===== src/rtl/pwm_chan_pkg.sv =====
package pwm_chan_pkg;

   // byte offsets of the two words
   localparam int unsigned CTRL_OFF  = 0;
   localparam int unsigned CNT_OFF   = 4;

   // control word fields
   localparam int unsigned EN_BIT    = 0;
   localparam int unsigned ONE_BIT   = 4;
   localparam int unsigned HOLD_BIT  = 11;
   localparam int unsigned XLSB_BIT  = 15;
   localparam int unsigned XHI_LSB   = 16;

   // count word fields
   localparam int unsigned PER_LSB   = 16;
   localparam int unsigned PH_LSB    = 0;

   typedef enum logic [1:0] {
      SEL_NONE = 2'd0,
      SEL_CTRL = 2'd1,
      SEL_CNT  = 2'd2
   } reg_sel_e;

endpackage


===== src/rtl/pwm_chan_regs.sv =====
module pwm_chan_regs
   import pwm_chan_pkg::*;
#(
   parameter int CNT_W   = 10,
   parameter int CC_W    = 4,
   parameter int MAX_EXP = 24,
   parameter int ADDR_W  = 3,
   parameter int EXP_W   = 5
) (
   input  logic              clk,
   input  logic              rst_n,
   input  logic              wr_i,
   input  logic [ADDR_W-1:0] addr_i,
   input  logic [31:0]       wdata_i,
   output logic [31:0]       rdata_o,
   input  logic              boundary_i,
   input  logic              running_i,
   output logic              en_o,
   output logic [CNT_W-1:0]  per_o,
   output logic [CNT_W-1:0]  ph_o,
   output logic [EXP_W-1:0]  exp_o
);

   localparam int RAW_W = CC_W + 1;
   localparam logic [RAW_W-1:0] MAX_RAW = RAW_W'(MAX_EXP);

   reg_sel_e          sel;
   logic              wr_ctrl, wr_cnt;
   logic              en_q, one_q, hold_q, pend_q;
   logic              sh_xlsb;
   logic [CC_W-1:0]   sh_xhi;
   logic [CNT_W-1:0]  sh_per, sh_ph;
   logic [RAW_W-1:0]  sh_raw;
   logic [EXP_W-1:0]  sh_exp;
   logic              counts_ok;
   logic              load;
   logic              unused_wdata;

   assign unused_wdata = ^wdata_i;

   always_comb begin
      sel = SEL_NONE;
      if (addr_i == ADDR_W'(CTRL_OFF))     sel = SEL_CTRL;
      else if (addr_i == ADDR_W'(CNT_OFF)) sel = SEL_CNT;
   end

   assign wr_ctrl = wr_i && (sel == SEL_CTRL);
   assign wr_cnt  = wr_i && (sel == SEL_CNT);

   // exponent from split field, saturated at the largest supported value
   assign sh_raw = {sh_xhi, sh_xlsb};
   always_comb begin
      if (sh_raw > MAX_RAW) sh_exp = EXP_W'(MAX_EXP);
      else                  sh_exp = EXP_W'(sh_raw);
   end

   assign counts_ok = (sh_per != '0) && (sh_ph != '0);
   assign load      = pend_q && !hold_q && (!running_i || boundary_i);

   always_ff @(posedge clk or negedge rst_n) begin
      if (!rst_n) begin
         en_q    <= 1'b0;
         one_q   <= 1'b0;
         hold_q  <= 1'b0;
         pend_q  <= 1'b0;
         sh_xlsb <= 1'b0;
         sh_xhi  <= '0;
         sh_per  <= '0;
         sh_ph   <= '0;
         per_o   <= '0;
         ph_o    <= '0;
         exp_o   <= '0;
      end else begin
         if (wr_cnt) begin
            sh_per <= wdata_i[PER_LSB +: CNT_W];
            sh_ph  <= wdata_i[PH_LSB +: CNT_W];
         end
         if (wr_ctrl) begin
            en_q    <= wdata_i[EN_BIT] && counts_ok;
            one_q   <= wdata_i[ONE_BIT];
            hold_q  <= wdata_i[HOLD_BIT];
            sh_xlsb <= wdata_i[XLSB_BIT];
            sh_xhi  <= wdata_i[XHI_LSB +: CC_W];
         end else if (boundary_i && one_q) begin
            en_q <= 1'b0;
         end
         if (wr_cnt || wr_ctrl) pend_q <= 1'b1;
         else if (load)         pend_q <= 1'b0;
         if (load) begin
            per_o <= sh_per;
            ph_o  <= sh_ph;
            exp_o <= sh_exp;
         end
      end
   end

   assign en_o = en_q;

   always_comb begin
      rdata_o = '0;
      case (sel)
         SEL_CTRL: begin
            rdata_o[EN_BIT]             = en_q;
            rdata_o[ONE_BIT]            = one_q;
            rdata_o[HOLD_BIT]           = hold_q;
            rdata_o[XLSB_BIT]           = sh_xlsb;
            rdata_o[XHI_LSB +: CC_W]    = sh_xhi;
         end
         SEL_CNT: begin
            rdata_o[PER_LSB +: CNT_W]   = sh_per;
            rdata_o[PH_LSB +: CNT_W]    = sh_ph;
         end
         default: ;
      endcase
   end


   hold_freeze_chk: assert property (@(posedge clk) disable iff (!rst_n)
      hold_q |=> ($stable(per_o) && $stable(ph_o) && $stable(exp_o)));


   mid_period_chk: assert property (@(posedge clk) disable iff (!rst_n)
      (running_i && !boundary_i) |=> ($stable(per_o) && $stable(ph_o) && $stable(exp_o)));


   single_shot_chk: assert property (@(posedge clk) disable iff (!rst_n)
      (boundary_i && one_q && !wr_ctrl) |=> !en_o);

endmodule


===== src/rtl/pwm_chan_prescale.sv =====
module pwm_chan_prescale #(
   parameter int MAX_EXP = 24,
   parameter int EXP_W   = 5
) (
   input  logic             clk,
   input  logic             rst_n,
   input  logic             running_i,
   input  logic [EXP_W-1:0] exp_i,
   output logic             tick_o
);

   localparam int PW = (MAX_EXP < 1) ? 1 : MAX_EXP;

   generate
      if (MAX_EXP == 0) begin : g_nodiv
         logic unused_exp;
         assign unused_exp = ^exp_i;
         assign tick_o = running_i;
      end else begin : g_div
         logic [PW-1:0] presc_q;
         logic [PW-1:0] mask;

         assign mask   = ~({PW{1'b1}} << exp_i);
         assign tick_o = running_i && (presc_q == mask);

         always_ff @(posedge clk or negedge rst_n) begin
            if (!rst_n)                   presc_q <= '0;
            else if (!running_i || tick_o) presc_q <= '0;
            else                          presc_q <= presc_q + PW'(1);
         end


         presc_range_chk: assert property (@(posedge clk) disable iff (!rst_n)
            running_i |-> (presc_q <= mask));
      end
   endgenerate

endmodule


===== src/rtl/pwm_chan_period.sv =====
module pwm_chan_period #(
   parameter int CNT_W = 10
) (
   input  logic             clk,
   input  logic             rst_n,
   input  logic             running_i,
   input  logic             tick_i,
   input  logic [CNT_W-1:0] per_i,
   input  logic [CNT_W-1:0] ph_i,
   output logic             boundary_o,
   output logic             pwm_o
);

   logic [CNT_W-1:0] pcnt_q;
   logic             last;

   assign last       = (pcnt_q == per_i - CNT_W'(1));
   assign boundary_o = running_i && tick_i && last;

   always_ff @(posedge clk or negedge rst_n) begin
      if (!rst_n)          pcnt_q <= '0;
      else if (!running_i) pcnt_q <= '0;
      else if (tick_i)     pcnt_q <= last ? '0 : pcnt_q + CNT_W'(1);
   end

   assign pwm_o = running_i && (pcnt_q < ph_i);


   pcnt_range_chk: assert property (@(posedge clk) disable iff (!rst_n)
      running_i |-> (pcnt_q < per_i));


   no_zero_duty_chk: assert property (@(posedge clk) disable iff (!rst_n)
      (running_i && pcnt_q == '0) |-> pwm_o);

endmodule


===== src/rtl/pwm_timer_chan.sv =====
module pwm_timer_chan
   import pwm_chan_pkg::*;
#(
   parameter int CNT_W   = 10,
   parameter int CC_W    = 4,
   parameter int MAX_EXP = 24,
   parameter int ADDR_W  = 3
) (
   input  logic              clk,
   input  logic              rst_n,
   input  logic              reg_wr,
   input  logic [ADDR_W-1:0] reg_addr,
   input  logic [31:0]       reg_wdata,
   output logic [31:0]       reg_rdata,
   output logic              pwm_o,
   output logic              active_o
);

   localparam int EXP_W = (MAX_EXP < 1) ? 1 : $clog2(MAX_EXP + 1);

   generate
      if (CNT_W < 2 || CNT_W > 16) begin : g_bad_cnt
         $error("CNT_W must lie in 2..16");
      end
      if (CC_W < 1 || CC_W > 15) begin : g_bad_cc
         $error("CC_W must lie in 1..15");
      end
      if (MAX_EXP < 0 || MAX_EXP > (2 ** (CC_W + 1)) - 1) begin : g_bad_exp
         $error("MAX_EXP must be encodable in the exponent fields");
      end
      if (ADDR_W < 3) begin : g_bad_addr
         $error("ADDR_W must reach offset 4");
      end
   endgenerate

   logic             en;
   logic [CNT_W-1:0] act_per, act_ph;
   logic [EXP_W-1:0] act_exp;
   logic             running, tick, boundary;

   assign running  = en && (act_per != '0) && (act_ph != '0);
   assign active_o = running;

   pwm_chan_regs #(
      .CNT_W(CNT_W), .CC_W(CC_W), .MAX_EXP(MAX_EXP), .ADDR_W(ADDR_W), .EXP_W(EXP_W)
   ) u_regs (
      .clk(clk), .rst_n(rst_n),
      .wr_i(reg_wr), .addr_i(reg_addr), .wdata_i(reg_wdata), .rdata_o(reg_rdata),
      .boundary_i(boundary), .running_i(running),
      .en_o(en), .per_o(act_per), .ph_o(act_ph), .exp_o(act_exp)
   );

   pwm_chan_prescale #(
      .MAX_EXP(MAX_EXP), .EXP_W(EXP_W)
   ) u_presc (
      .clk(clk), .rst_n(rst_n), .running_i(running), .exp_i(act_exp), .tick_o(tick)
   );

   pwm_chan_period #(
      .CNT_W(CNT_W)
   ) u_period (
      .clk(clk), .rst_n(rst_n), .running_i(running), .tick_i(tick),
      .per_i(act_per), .ph_i(act_ph), .boundary_o(boundary), .pwm_o(pwm_o)
   );


   disable_low_chk: assert property (@(posedge clk) disable iff (!rst_n)
      (reg_wr && reg_addr == ADDR_W'(CTRL_OFF) && !reg_wdata[EN_BIT]) |=> (!active_o && !pwm_o));

endmodule


===== config.mk =====
export PLATFORM = sky130hd
export DESIGN_NAME = pwm_timer_chan
export DESIGN_NICKNAME = d
export VERILOG_FILES = /design/src/rtl/pwm_chan_pkg.sv /design/src/rtl/pwm_chan_regs.sv /design/src/rtl/pwm_chan_prescale.sv /design/src/rtl/pwm_chan_period.sv /design/src/rtl/pwm_timer_chan.sv
export SDC_FILE = /design/constraint.sdc
export NUM_CORES = 1
export LEC_CHECK = 0
export BUFFER_PORTS_ARGS = -buffer_cell sky130_fd_sc_hd__clkbuf_2
export CAP_MARGIN = 10
export CORE_ASPECT_RATIO = 1.5
export CORE_MARGIN = 1.5
export CORE_UTILIZATION = 39
export CTS_CLUSTER_DIAMETER = 60
export CTS_CLUSTER_SIZE = 24
export DETAILED_ROUTE_END_ITERATION = 10
export GPL_ROUTABILITY_DRIVEN = 0
export SLEW_MARGIN = 20
export SYNTH_ARGS = -nofsm -noshare
export SYNTH_HDL_FRONTEND = slang
export SYNTH_SLANG_ARGS = --single-unit

===== constraint.sdc =====
create_clock -name clk -period 9.9 [get_ports clk]
set_input_delay 0.495 -clock clk [delete_from_list [all_inputs] [get_ports clk]]
set_output_delay 0.495 -clock clk [all_outputs]
set_load 0.02 [all_outputs]

==> results.md <==
* Run status: finished, final reports clean
* Post-DRT Antenna Nets at 0
* DR vias/cell at 5.75
* # diodes at 0
* Design area at 6200 um^2
* Pre-Repair DR Iteration Count at 7
* Skew final at 8.05 ps
* Synth Instances at 640
* Port Buffers at 51
* Top_reg_cell synth: dfrtp_1
* Number of global-route vias before repair at 4,824
* GRT Overall Usage at 20.6%
* Fillers at 1,394
* Max Slew Vio Count at 0
* Startpoint Class: flop
* Final worst path period share at 41.4%
* Starting Density at 39.7%
* VDD IR-drop max at 0.000106 V
* CP Class: flop to flop
* Top sig layer: met4
* Avg Inst Size Synth at 8.67 um^2
* Met3 wire len at 562 um
* Hpwl dp at 10.7 mm
* H-tree Lvls at 3
* Final total power at 1.50 mW
* Total CTS buffers at 9
* Synthesized cell area at 5550 um^2
* FF-to-FF End: u_regs.per_o[4]
* Layout cells sized above 1 at 13.1%
* Most common cell after layout, fill and taps aside: dfrtp_1
* Core Util, Final at 44.3%
* Area growth syn-to-layout at 11.7%
* TNS Setup at 0 ps
* Unrepaired setup endpoints after global routing: false
* CP endpoint kind: flop
* # hold bufs at CTS at 0
* Synth cell types at 72
* Setup slack after placement at 5920 ps
* Final hold slack at 24.9 ps
* Footprint of the multi-input gates at 2950 um^2
* Leakage at 2.79 nW
* Clock transition at path regs at 70 ps
* Vias at 4,924
* Max cap viols at 0
* EDFF count, synth at 0
* Commonest non-fill, non-tap cells in the layout: dfrtp_1 (88), nand2_1 (67), nor2_1 (51)
* CTS tree: built
* Fin crit period at 4090 ps
* Clock root cell: clkbuf_16
* Slew headroom at 33.2%
* Worst endpoint data arrival time at 4260 ps
* Die span in x at 100 um
* Post-Route WL at 14.7 mm
* Post-synthesis register bit count at 88
* Die area at 15,000 um^2
* Congestion Overflow GR at 0
* Final net count at 710
* Pwr Density at 242 nW/um^2
* Max Root-Sink Buffers at 2
* DR WL/cell at 17.2 um
* Setup bufs post-CTS at 0
* Row cnt at 53
* Core area at 14,000 um^2
* Worst reg2reg path depth at 7
* Register Area at 2200 um^2
* DRC viols at 0
* Initial antenna violation count at 0
* R2r setup slk at 5810 ps
* Register area share after synthesis at 39.7%
* Die Span Y at 149 um
* Worst reg2reg startpoint: u_regs.exp_o[4]
* Hold Fails Final Rpt at 0
* Post-CTS resize count at 0
* Layout Cells excl Fill at 856
* Top-level I/O count at 72
* Ys async rst share at 100%
* Final setup violation count at 0
* Skew-Pair Late Insertion Delay at 340 ps
* Worst-Margin Slew at 1000 ps
* Highest clock rate at 244 MHz
* Yosys warnings at 0
* WP data required at 10,070 ps
* Clock sink count at 88
* Area of placed instances at 5850 um^2
* Placed Cells at 840
* First-pass GRT wire length at 24.4 mm
* DRT iter0 DRCs at 274
* Met1 WL at 5.92 mm
* Hold WC Path Type: primary input to asynchronous set/reset pin
* Fin worst setup slack at 5810 ps
* CP max FO at 31
* Met2 wire length at 7.63 mm
* Largest net degree at the start of global routing at 70
## cell usage after synthesis (all sizes together) (5+ instances only)
master	count	share of area (%)
o32ai	22	3.5
o311ai	5	0.79
o2bb2ai	6	0.95
or4	5	0.81
nand4	12	1.4
o31ai	5	0.68
and3	28	3.2
o211ai	5	0.68
o21ai	34	3.1
nand2b	10	1.2
a21oi	15	1.4
buf	19	2.4
xnor2	17	2.7
ha	13	2.9
nor3	19	2.0
nor3b	5	0.68
nand2	67	4.5
nand3	18	1.6
or2	5	0.56
nor4	10	1.1
and2	6	0.68
clkbuf	36	2.5
nor2	51	3.4
xor2	19	3.0
dfrtp	88	40
inv	47	3.2
mux2i	7	1.3
## critical path: stages (launching register included)
cell	delay [ps]
dfrtp_1	710
nor4_1	360
o21ai_0	120
a2111oi_0	590
nand4_1	210
or4_1	870
nor3_4	830
o32ai_1	220
## cell type report
| type | count | share of cell area, % |
|---|---|---|
| multi-input combinational | 458 | 47.5 |
| sequential | 88 | 35.5 |
| timing repair buffer | 54 | 4.52 |
| tap | 192 | 3.87 |
| clock buffer | 9 | 3.63 |
| inverter | 48 | 2.90 |
| clock inverter | 7 | 2.02 |
## registers in the layout, indices dropped and copies added (netlist names)
name and flops:
u_presc.g_div.presc_q 24, u_period.pcnt_q 10, u_regs.per_o 10, u_regs.ph_o 10
u_regs.sh_per 10, u_regs.sh_ph 10, u_regs.exp_o 5, u_regs.sh_xhi 4
u_regs.en_o 1, u_regs.hold_q 1, u_regs.one_q 1, u_regs.pend_q 1
u_regs.sh_xlsb 1
## per-layer routing
layer / vias up / global-route usage, %
li1: 2314 / -
met4: 0 / 11.0
met2: 165 / 35.8
met3: 37 / 2.67
met1: 2408 / 24.7
met5: - / 0
## cell families (layout without fill, tap and decap cells)
| group | count (synthesis) | in the layout | synth area share (%) |
|---|---|---|---|
| AND/OR/NAND/NOR | 248 | 248 | 22.9 |
| other | 1 | 10 | 0.0675 |
| buffers and inverters | 103 | 118 | 8.11 |
| flip-flops | 88 | 88 | 39.7 |
| AO/OA/AOI/OAI | 142 | 142 | 19.0 |
| adder cells (fa/ha/maj) | 13 | 13 | 2.93 |
| XOR/XNOR | 36 | 36 | 5.68 |
| multiplexers | 9 | 9 | 1.67 |
## how the worst max path moves through the flow
stage / from / to / slack, ps / cells after the start
4_1_cts: u_regs.exp_o[4] / u_regs.per_o[4] / 5900 / 7
3_5_place_dp: u_regs.exp_o[4] / u_regs.per_o[4] / 5920 / 7
6_report: u_regs.exp_o[4] / u_regs.per_o[4] / 5810 / 7
3_3_place_gp: u_regs.per_o[4] / u_regs.per_o[5] / 6000 / 7
2_1_floorplan: u_regs.per_o[4] / u_regs.ph_o[2] / 6750 / 9
5_1_grt: u_regs.exp_o[4] / u_regs.per_o[4] / 5510 / 7
## power by group
group | internal [mW] | switching [mW]
Sequential | 0.438 | 0.128
Combinational | 0.213 | 0.326
Clock | 0.249 | 0.149
No activity file was read; power rests on OpenSTA's default activity.
